===== config.mk =====
export PLATFORM = sky130hd
export DESIGN_NAME = aclink_frame_ctrl
export DESIGN_NICKNAME = d
export VERILOG_FILES = /design/src/rtl/aclink_pkg.sv /design/src/rtl/aclink_frame_timer.sv /design/src/rtl/aclink_tx_shift.sv /design/src/rtl/aclink_rx_capture.sv /design/src/rtl/aclink_frame_ctrl.sv
export SDC_FILE = /design/constraint.sdc
export NUM_CORES = 1
export LEC_CHECK = 0
export ABC_AREA = 1
export BUFFER_PORTS_ARGS = -buffer_cell sky130_fd_sc_hd__buf_2
export CORE_ASPECT_RATIO = 1.4
export CORE_UTILIZATION = 30
export CTS_BUF_LIST = sky130_fd_sc_hd__clkbuf_4 sky130_fd_sc_hd__clkbuf_8
export CTS_CLUSTER_SIZE = 28
export DETAILED_ROUTE_END_ITERATION = 12
export MAX_ROUTING_LAYER = met4
export PLACE_DENSITY = 0.56
export SKIP_CTS_REPAIR_TIMING = 1
export SYNTH_ARGS = -nofsm -noshare
export SYNTH_HDL_FRONTEND = slang
export SYNTH_SLANG_ARGS = --single-unit

===== constraint.sdc =====
create_clock -name clk_i -period 1.7 [get_ports clk_i]
set_clock_uncertainty 0.15 [all_clocks]
set_input_delay 0.085 -clock clk_i [delete_from_list [all_inputs] [get_ports clk_i]]
set_output_delay 0.085 -clock clk_i [all_outputs]
set_load 0.05 [all_outputs]

===== src/rtl/aclink_pkg.sv =====
package aclink_pkg;
  localparam int unsigned FRAME_BITS_DEF = 256;
  localparam int unsigned TAG_BITS_DEF   = 16;
endpackage


===== src/rtl/aclink_frame_timer.sv =====
module aclink_frame_timer #(
  parameter int unsigned FRAME_BITS = aclink_pkg::FRAME_BITS_DEF,
  parameter int unsigned TAG_BITS   = aclink_pkg::TAG_BITS_DEF,
  localparam int unsigned PW        = $clog2(FRAME_BITS)
) (
  input  logic clk_i,
  input  logic rst_ni,
  output logic wrap_o,
  output logic run_o,
  output logic pos0_o,
  output logic sync_o
);
  localparam logic [PW-1:0] LAST = PW'(FRAME_BITS - 1);
  localparam logic [PW-1:0] TAGN = PW'(TAG_BITS);

  logic [PW-1:0] pos_q, pos_d;
  logic          run_q, sync_q;

  assign wrap_o = (pos_q == LAST);
  assign pos_d  = wrap_o ? '0 : pos_q + 1'b1;

  // pos starts at LAST so the first edge after reset opens frame period 0
  always_ff @(posedge clk_i or negedge rst_ni) begin
    if (!rst_ni) begin
      pos_q  <= LAST;
      run_q  <= 1'b0;
      sync_q <= 1'b0;
    end else begin
      pos_q  <= pos_d;
      run_q  <= 1'b1;
      sync_q <= (pos_d < TAGN);
    end
  end

  assign run_o  = run_q;
  assign pos0_o = run_q && (pos_q == '0);
  assign sync_o = sync_q;
endmodule


===== src/rtl/aclink_tx_shift.sv =====
module aclink_tx_shift #(
  parameter int unsigned FRAME_BITS = aclink_pkg::FRAME_BITS_DEF
) (
  input  logic                  clk_i,
  input  logic                  rst_ni,
  input  logic                  load_i,
  input  logic                  en_i,
  input  logic [FRAME_BITS-1:0] frame_i,
  output logic                  sdata_o
);
  logic [FRAME_BITS-1:0] sh_q;
  logic                  sdata_q;

  always_ff @(posedge clk_i or negedge rst_ni) begin
    if (!rst_ni) begin
      sh_q    <= '0;
      sdata_q <= 1'b0;
    end else if (load_i) begin
      sh_q    <= {frame_i[FRAME_BITS-2:0], 1'b0};
      sdata_q <= frame_i[FRAME_BITS-1] & en_i;
    end else begin
      sh_q    <= {sh_q[FRAME_BITS-2:0], 1'b0};
      sdata_q <= sh_q[FRAME_BITS-1] & en_i;
    end
  end

  assign sdata_o = sdata_q;
endmodule


===== src/rtl/aclink_rx_capture.sv =====
module aclink_rx_capture #(
  parameter int unsigned FRAME_BITS = aclink_pkg::FRAME_BITS_DEF
) (
  input  logic                  clk_i,
  input  logic                  rst_ni,
  input  logic                  run_i,
  input  logic                  pos0_i,
  input  logic                  sdata_i,
  input  logic                  publish_i,
  output logic                  tag_o,
  output logic [FRAME_BITS-1:0] frame_o
);
  logic [FRAME_BITS-1:0] sh_q, frame_q;
  logic                  tag_q;

  // falling-edge sampling, half a period after launch
  always_ff @(negedge clk_i or negedge rst_ni) begin
    if (!rst_ni) begin
      sh_q  <= '0;
      tag_q <= 1'b0;
    end else if (run_i) begin
      sh_q <= {sh_q[FRAME_BITS-2:0], sdata_i};
      if (pos0_i) tag_q <= sdata_i;
    end
  end

  always_ff @(posedge clk_i or negedge rst_ni) begin
    if (!rst_ni)        frame_q <= '0;
    else if (publish_i) frame_q <= sh_q;
  end

  assign tag_o   = tag_q;
  assign frame_o = frame_q;
endmodule


===== src/rtl/aclink_frame_ctrl.sv =====
module aclink_frame_ctrl #(
  parameter int unsigned FRAME_BITS = aclink_pkg::FRAME_BITS_DEF,
  parameter int unsigned TAG_BITS   = aclink_pkg::TAG_BITS_DEF
) (
  input  logic                  clk_i,
  input  logic                  rst_ni,
  input  logic                  sdata_i,
  input  logic [FRAME_BITS-1:0] tx_frame_i,
  output logic                  sync_o,
  output logic                  sdata_o,
  output logic [FRAME_BITS-1:0] rx_frame_o,
  output logic                  frame_done_o,
  output logic                  codec_ready_o
);
  logic wrap, run, pos0, tag, boundary, ready_d, publish;
  logic ready_q, done_q;

  aclink_frame_timer #(.FRAME_BITS(FRAME_BITS), .TAG_BITS(TAG_BITS)) u_timer (
    .clk_i (clk_i),
    .rst_ni(rst_ni),
    .wrap_o(wrap),
    .run_o (run),
    .pos0_o(pos0),
    .sync_o(sync_o)
  );

  // an inbound frame completes only on a wrap after the first one
  assign boundary = wrap && run;
  assign ready_d  = boundary ? tag : ready_q;
  assign publish  = boundary && tag;

  always_ff @(posedge clk_i or negedge rst_ni) begin
    if (!rst_ni) begin
      ready_q <= 1'b0;
      done_q  <= 1'b0;
    end else begin
      ready_q <= ready_d;
      done_q  <= publish;
    end
  end

  aclink_tx_shift #(.FRAME_BITS(FRAME_BITS)) u_tx (
    .clk_i  (clk_i),
    .rst_ni (rst_ni),
    .load_i (wrap),
    .en_i   (ready_d),
    .frame_i(tx_frame_i),
    .sdata_o(sdata_o)
  );

  aclink_rx_capture #(.FRAME_BITS(FRAME_BITS)) u_rx (
    .clk_i    (clk_i),
    .rst_ni   (rst_ni),
    .run_i    (run),
    .pos0_i   (pos0),
    .sdata_i  (sdata_i),
    .publish_i(publish),
    .tag_o    (tag),
    .frame_o  (rx_frame_o)
  );

  assign frame_done_o  = done_q;
  assign codec_ready_o = ready_q;
endmodule


==> flow_metrics.tcl, run 1 <==
set metrics [dict create \
    crit_path_max_fanout 24 \
    grt_pass1_wl_um 115900 \
    worst_ep_required_time_ns 1.18 \
    timing.slew.headroom 0.4036 \
    holdWs_ns 0.02566 \
    arrival_ns 1.86 \
    grt_busiest_layer "met2" \
    synth_async_sr_flop_share 1.000 \
    grt_util_met1 0.1782 \
    vias 24570 \
    met2_usage 0.2560 \
    crit_start "u_timer.run_o$_DFF_PN0_" \
    hp-class "in2async" \
    worstSetupStartpointType "register" \
    setup_violations 804 \
    rrSetupSlack_ns -0.68 \
    critical_path_buf_inv_count 2 \
    core_area_um2 96620 \
    synth_cell_type_count 24 \
    port_buffers 518 \
    synth.most_common_cell "nand2_1" \
    place.gp.congestion 0.8213 \
    synth-edff-count 0 \
    clock_latency_ns 0.76 \
    drt_iter0_markers 1526 \
    routedWlPerCell_um 15.59 \
    switching_share 0.2261 \
    synth_common_cells "1298 x nand2_1, 516 x dfrtp_1, 271 x inv_1" \
    rr_startpoint "u_timer.run_o$_DFF_PN0_" \
    grt_pass1_vias 21810 \
    finalWorstSetupSlack_ns -0.6795 \
    place_hpwl_um 52460 \
    syn_nets 3322 \
    synth.avg_cell_area_um2 9.542 \
    cts_tree "built" \
    status "complete, but fails checks" \
    initial_core_util 0.3023 \
    powerDensity_nw_per_um2 904.0 \
    setup_tns_ns -366.13 \
    critical_path.max_stage_delay_ns 0.55 \
    ant_nets 0 \
    ys_ff_latch 781 \
    final_max_slew_viol_count 0 \
    combPwrFrac 0.059 \
    synth_top_cell_by_area "dfrtp_1" \
    hold_viol 0 \
    drive_gt1_frac 0.2216 \
    power_leakage_nw 20.31 \
    synth_seq_area_share 0.6695 \
    clk_path_buf_depth 3 \
    dr.pass1.iters 5 \
    die_h_um 371.2 \
    ys.warnings.count 0 \
    synth_top_area_share 0.4421 \
    rsz0062_at_grt "true" \
    dieArea_um2 98630 \
    p_seq_frac 0.490 \
    die_x_um 265.7 \
    wl_um 87940 \
    use_met3 0.03821 \
    grt_usage 0.1530 \
    numCtsBuffers 121 \
    drv_cap 0 \
    num-nets-final 4492 \
    rows 135 \
    p_int_mw 29.70 \
    overflow 0 \
    io_pins 519 \
    netlist_area_um2 29210 \
    endpoint_kind "register" \
    cts.sinks 781 \
    fillers 8966 \
    drc 0 \
    p_clk_frac 0.450 \
    clock-root-buffer "clkbuf_8" \
    cp_top_family "flip-flops" \
    p_switching_mw 8.676 \
    path_cells "buf_12 -> buf_4 -> nand2_1 -> o21ai_0" \
    antenna_found_initial 4 \
    crit_path_top_delay_cell "dfrtp_4" \
    vdd_drop_max_uv 668.5 \
    syn_inst 3061 \
    synth.area.top_cells "dfrtp_1 44%, dfrtn_1 22%, nand2_1 17%" \
    syn_to_final_growth_pct 45.34 \
    clk_pin_slew_ns 0.07 \
    violations "negative setup slack" \
    worst_slew_pin_slew_ns 0.8916 \
    h-tree-depth 3 \
    path_class "reg2reg" \
    grt_max_degree 70 \
    via_per_inst 4.356 \
    synth_ff_type "dfrtp_1" \
]
## per-layer routing
| metal | up-vias | part of all wire |
|---|---|---|
| met5 | - | 0 |
| met4 | 0 | 0.034 |
| li1 | 11830 | - |
| met2 | 809 | 0.51 |
| met3 | 223 | 0.060 |
| met1 | 11710 | 0.40 |
## logic make-up (layout without fill, tap and decap cells)
| family | Yosys count | in the layout | share of synthesized area |
|---|---|---|---|
| other | 1 | 6 | 0.0001284 |
| buffers and inverters | 441 | 1716 | 0.06970 |
| DFF | 781 | 781 | 0.6695 |
| xor gates and xnor gates | 2 | 2 | 0.0005999 |
| AOI/OAI and AO/OA | 513 | 513 | 0.08799 |
| adders and majority gates | 2 | 2 | 0.0008567 |
| and+or+nand+nor | 1321 | 1321 | 0.1712 |
## through the flow
step	utilization	cell area, um2	power, mW	setup slack [ns]	instances
4_1_cts	0.3826	36970	37.88	-0.7656	5099
6_report	0.4394	42450	38.38	-0.6795	5642
3_3_place_gp	0.3545	34250	20.38	-0.5815	4871
5_1_grt	0.4393	42450	39.99	-0.7809	5641
2_1_floorplan	-	29840	19.45	-0.5399	3061
3_5_place_dp	0.3545	34250	20.38	-0.6078	4871
## flip-flops by register name, summed over array words and instances (netlist names)
name            cells
u_timer.pos_q       8
frame_done_o        1
codec_ready_o       1
u_rx.sh_q         256
u_timer.run_o       1
u_timer.sync_o      1
u_tx.sh_q         255
u_tx.sdata_o        1
u_rx.tag_o          1
u_rx.frame_o      256
## path summary, 6_finish.rpt
| kind | end | cells past startpoint |
|---|---|---|
| worst max-delay path | u_rx.sh_q[94]$_DFFE_NN0P_ | 4 |
| worst min-delay path | u_rx.frame_o[138]$_DFFE_PN0P_ | 4 |
| worst max register to register | u_rx.sh_q[94]$_DFFE_NN0P_ | 4 |
| worst min register to register | u_rx.sh_q[90]$_DFFE_NN0P_ | 2 |
| max in group asynchronous | u_rx.frame_o[38]$_DFFE_PN0P_ | 5 |
| min in group clk_i | u_tx.sh_q[255]$_DFF_PN0_ | 4 |
## layout make-up
class | instances | area (um2) | area share
repair buffers | 1216 | 9768 | 0.2301
diodes | 5 | 12.51 | 0.0002948
inverters | 272 | 1028 | 0.02423
clock buffers | 209 | 2539 | 0.05980
flip-flops and latches | 781 | 19560 | 0.4607
multi-input cells | 1839 | 7734 | 0.1822
clock inverters | 19 | 182.7 | 0.004303
well taps | 1301 | 1628 | 0.03835
## power groups by stage
stage	registers [mW]	clock network, mW	logic, mW
final	18.8	17.3	2.28
after CTS	18.8	17.8	1.24
after detailed placement	19.1	0	1.23
after global placement	19.1	0	1.23
after global routing	18.8	18.7	2.50
after floorplan	19.1	0	0.316
## worst reg2reg max path, cell delays in order, from the launching register on
cell and delay [ns]:
dfrtp_4 0.55, buf_12 0.19, buf_4 0.22, nand2_1 0.06, o21ai_0 0.08
## cell usage in the layout (no fill, tap or decap), types with 9 or more instances in the layout
| master | synthesis | layout |
|---|---|---|
| buf_12 | 0 | 44 |
| buf_2 | 70 | 517 |
| buf_4 | 38 | 114 |
| clkbuf_4 | 0 | 54 |
| clkbuf_8 | 0 | 155 |
| clkinv_2 | 0 | 11 |
| dfrtn_1 | 257 | 257 |
| dfrtp_1 | 516 | 515 |
| dlygate4sd3_1 | 0 | 532 |
| inv_1 | 271 | 270 |
| nand2_1 | 1298 | 1266 |
| nand2_2 | 1 | 31 |
| nor2_1 | 9 | 9 |
| o21ai_0 | 262 | 205 |
| o21ai_1 | 250 | 307 |
(Power assumes the default switching activity.)
==> run 2: changes to the inputs <==
--- a/config.mk
+++ b/config.mk
@@ -9,7 +9,7 @@
 export BUFFER_PORTS_ARGS = -buffer_cell sky130_fd_sc_hd__buf_2
 export CORE_ASPECT_RATIO = 1.4
 export CORE_UTILIZATION = 30
-export CTS_BUF_LIST = sky130_fd_sc_hd__clkbuf_4 sky130_fd_sc_hd__clkbuf_8
+export CTS_BUF_LIST = sky130_fd_sc_hd__clkbuf_16
 export CTS_CLUSTER_SIZE = 28
 export DETAILED_ROUTE_END_ITERATION = 12
 export MAX_ROUTING_LAYER = met4
==> flow_metrics.tcl, run 2 (synthesis results as in run 1) <==
set metrics [dict create \
    numCtsBuffers 79 \
    syn_to_final_growth_pct 35.24 \
    clock_latency_ns 0.64 \
    io_pins 519 \
    rows 135 \
    final_cell_mix "1266 x nand2_1, 517 x buf_2, 515 x dfrtp_1, 311 x o21ai_1, 295 x inv_1" \
    wl_um 77790 \
    grt_pass1_wl_um 114800 \
    p_seq_frac 0.504 \
    endpoint_kind "register" \
    finalWorstSetupSlack_ns -0.5817 \
    critical_path_buf_inv_count 2 \
    fin_util 0.4088 \
    worst_path_most_repeated_cell "buf_12" \
    stdcell_area_um2 39500 \
    place.gp.congestion 0.8213 \
    crit_path_top_delay_cell "dfrtp_4" \
    final_common_cell "nand2_1" \
    drv_cap 0 \
    p_int_mw 29.09 \
    placed_area_um2 34250 \
    critical_path.max_stage_delay_ns 0.55 \
    port_buffers 518 \
    dieArea_um2 98630 \
    powerDensity_nw_per_um2 945.1 \
    drive_gt1_frac 0.2097 \
    path_class "reg2reg" \
    combPwrFrac 0.046 \
    status "complete, but fails checks" \
    routedWlPerCell_um 14.72 \
    power_leakage_nw 19.03 \
    grt_pass1_vias 21470 \
    via_per_inst 4.269 \
    drt_iter0_markers 1326 \
    hold_viol 57 \
    setup_violations 778 \
    clock-root-buffer "clkbuf_16" \
    final_max_slew_viol_count 0 \
    ant_nets 0 \
    antenna_found_initial 0 \
    path_cells "buf_12 -> buf_12 -> nand2_1 -> o21ai_0" \
    worst_ep_required_time_ns 1.15 \
    holdWs_ns -0.06684 \
    core_area_um2 96620 \
    dp_cells 4871 \
    place_hpwl_um 52460 \
    worst_slew_pin_slew_ns 0.5804 \
    cts_tree "built" \
    hp-class "in2async" \
    die_h_um 371.2 \
    setup_tns_ns -349.91 \
    arrival_ns 1.73 \
    instances_no_fill 5284 \
    vias 22560 \
    crit_path_max_fanout 37 \
    timing.slew.headroom 0.6131 \
    cts.sinks 781 \
    h-tree-depth 3 \
    grt_usage 0.1517 \
    clk_path_buf_depth 3 \
    clk_pin_slew_ns 0.06 \
    die_x_um 265.7 \
    p_switching_mw 8.237 \
    dr.pass1.iters 5 \
    initial_core_util 0.3023 \
    num-nets-final 4179 \
    worstSetupStartpointType "register" \
    cp_top_family "flip-flops" \
    drc 0 \
    switching_share 0.2206 \
    overflow 0 \
    rsz0062_at_grt "true" \
    p_clk_frac 0.450 \
    violations "negative hold slack, negative setup slack" \
    vdd_drop_max_uv 768.3 \
    grt_max_degree 70 \
]
[run 2: power by group through the flow]
stage               clock network, mW  registers (mW)  logic (mW)
floorplan                           0            19.1       0.316
global placement                    0            19.1        1.23
detailed placement                  0            19.1        1.23
CTS                              17.5            18.8        1.24
global route                     18.1            18.8        1.92
finish                           16.8            18.8        1.72
[run 2: final timing paths]
path	to	cells past startpoint	slack (ns)	from
setup reg to reg	u_rx.sh_q[50]$_DFFE_NN0P_	4	-0.58	u_timer.run_o$_DFF_PN0_
max in group asynchronous	u_rx.sh_q[223]$_DFFE_NN0P_	4	0.27	rst_ni
hold reg to reg	u_rx.sh_q[90]$_DFFE_NN0P_	2	0.27	u_rx.sh_q[89]$_DFFE_NN0P_
setup / recovery	u_rx.sh_q[50]$_DFFE_NN0P_	4	-0.58	u_timer.run_o$_DFF_PN0_
hold / removal	u_rx.frame_o[137]$_DFFE_PN0P_	3	-0.07	rst_ni
min in group clk_i	u_tx.sh_q[251]$_DFF_PN0_	4	0.02	tx_frame_i[250]
[run 2: per-stage QoR]
| stage | power, mW | worst slack [ns] |
|---|---|---|
| after CTS | 37.50 | -0.6645 |
| after global placement | 20.38 | -0.5815 |
| final | 37.33 | -0.5817 |
| after global routing | 38.85 | -0.6781 |
| after detailed placement | 20.38 | -0.6078 |
| after floorplan | 19.45 | -0.5399 |
[run 2: per-layer routing]
metal	GRT usage	part of all wire
met1	0.1781	0.42
met2	0.2553	0.50
met3	0.03238	0.054
met4	0.05581	0.027
met5	-	0
[run 2: final cells by class]
cell class                      instances  area [um2]
Fill cell                            9411       57120
Sequential cell                       781       19560
Tap cell                             1301        1628
Clock inverter                         63       424.2
Inverter                              272        1028
Clock buffer                           82        2052
Timing Repair Buffer                  945        7073
Multi-Input combinational cell       1839        7734
Antenna cell                            1       2.502
[run 2: worst min-delay path: stages]
cell	delay (ns)
dlygate4sd3_1	0.56
buf_8	0.16
buf_12	0.31
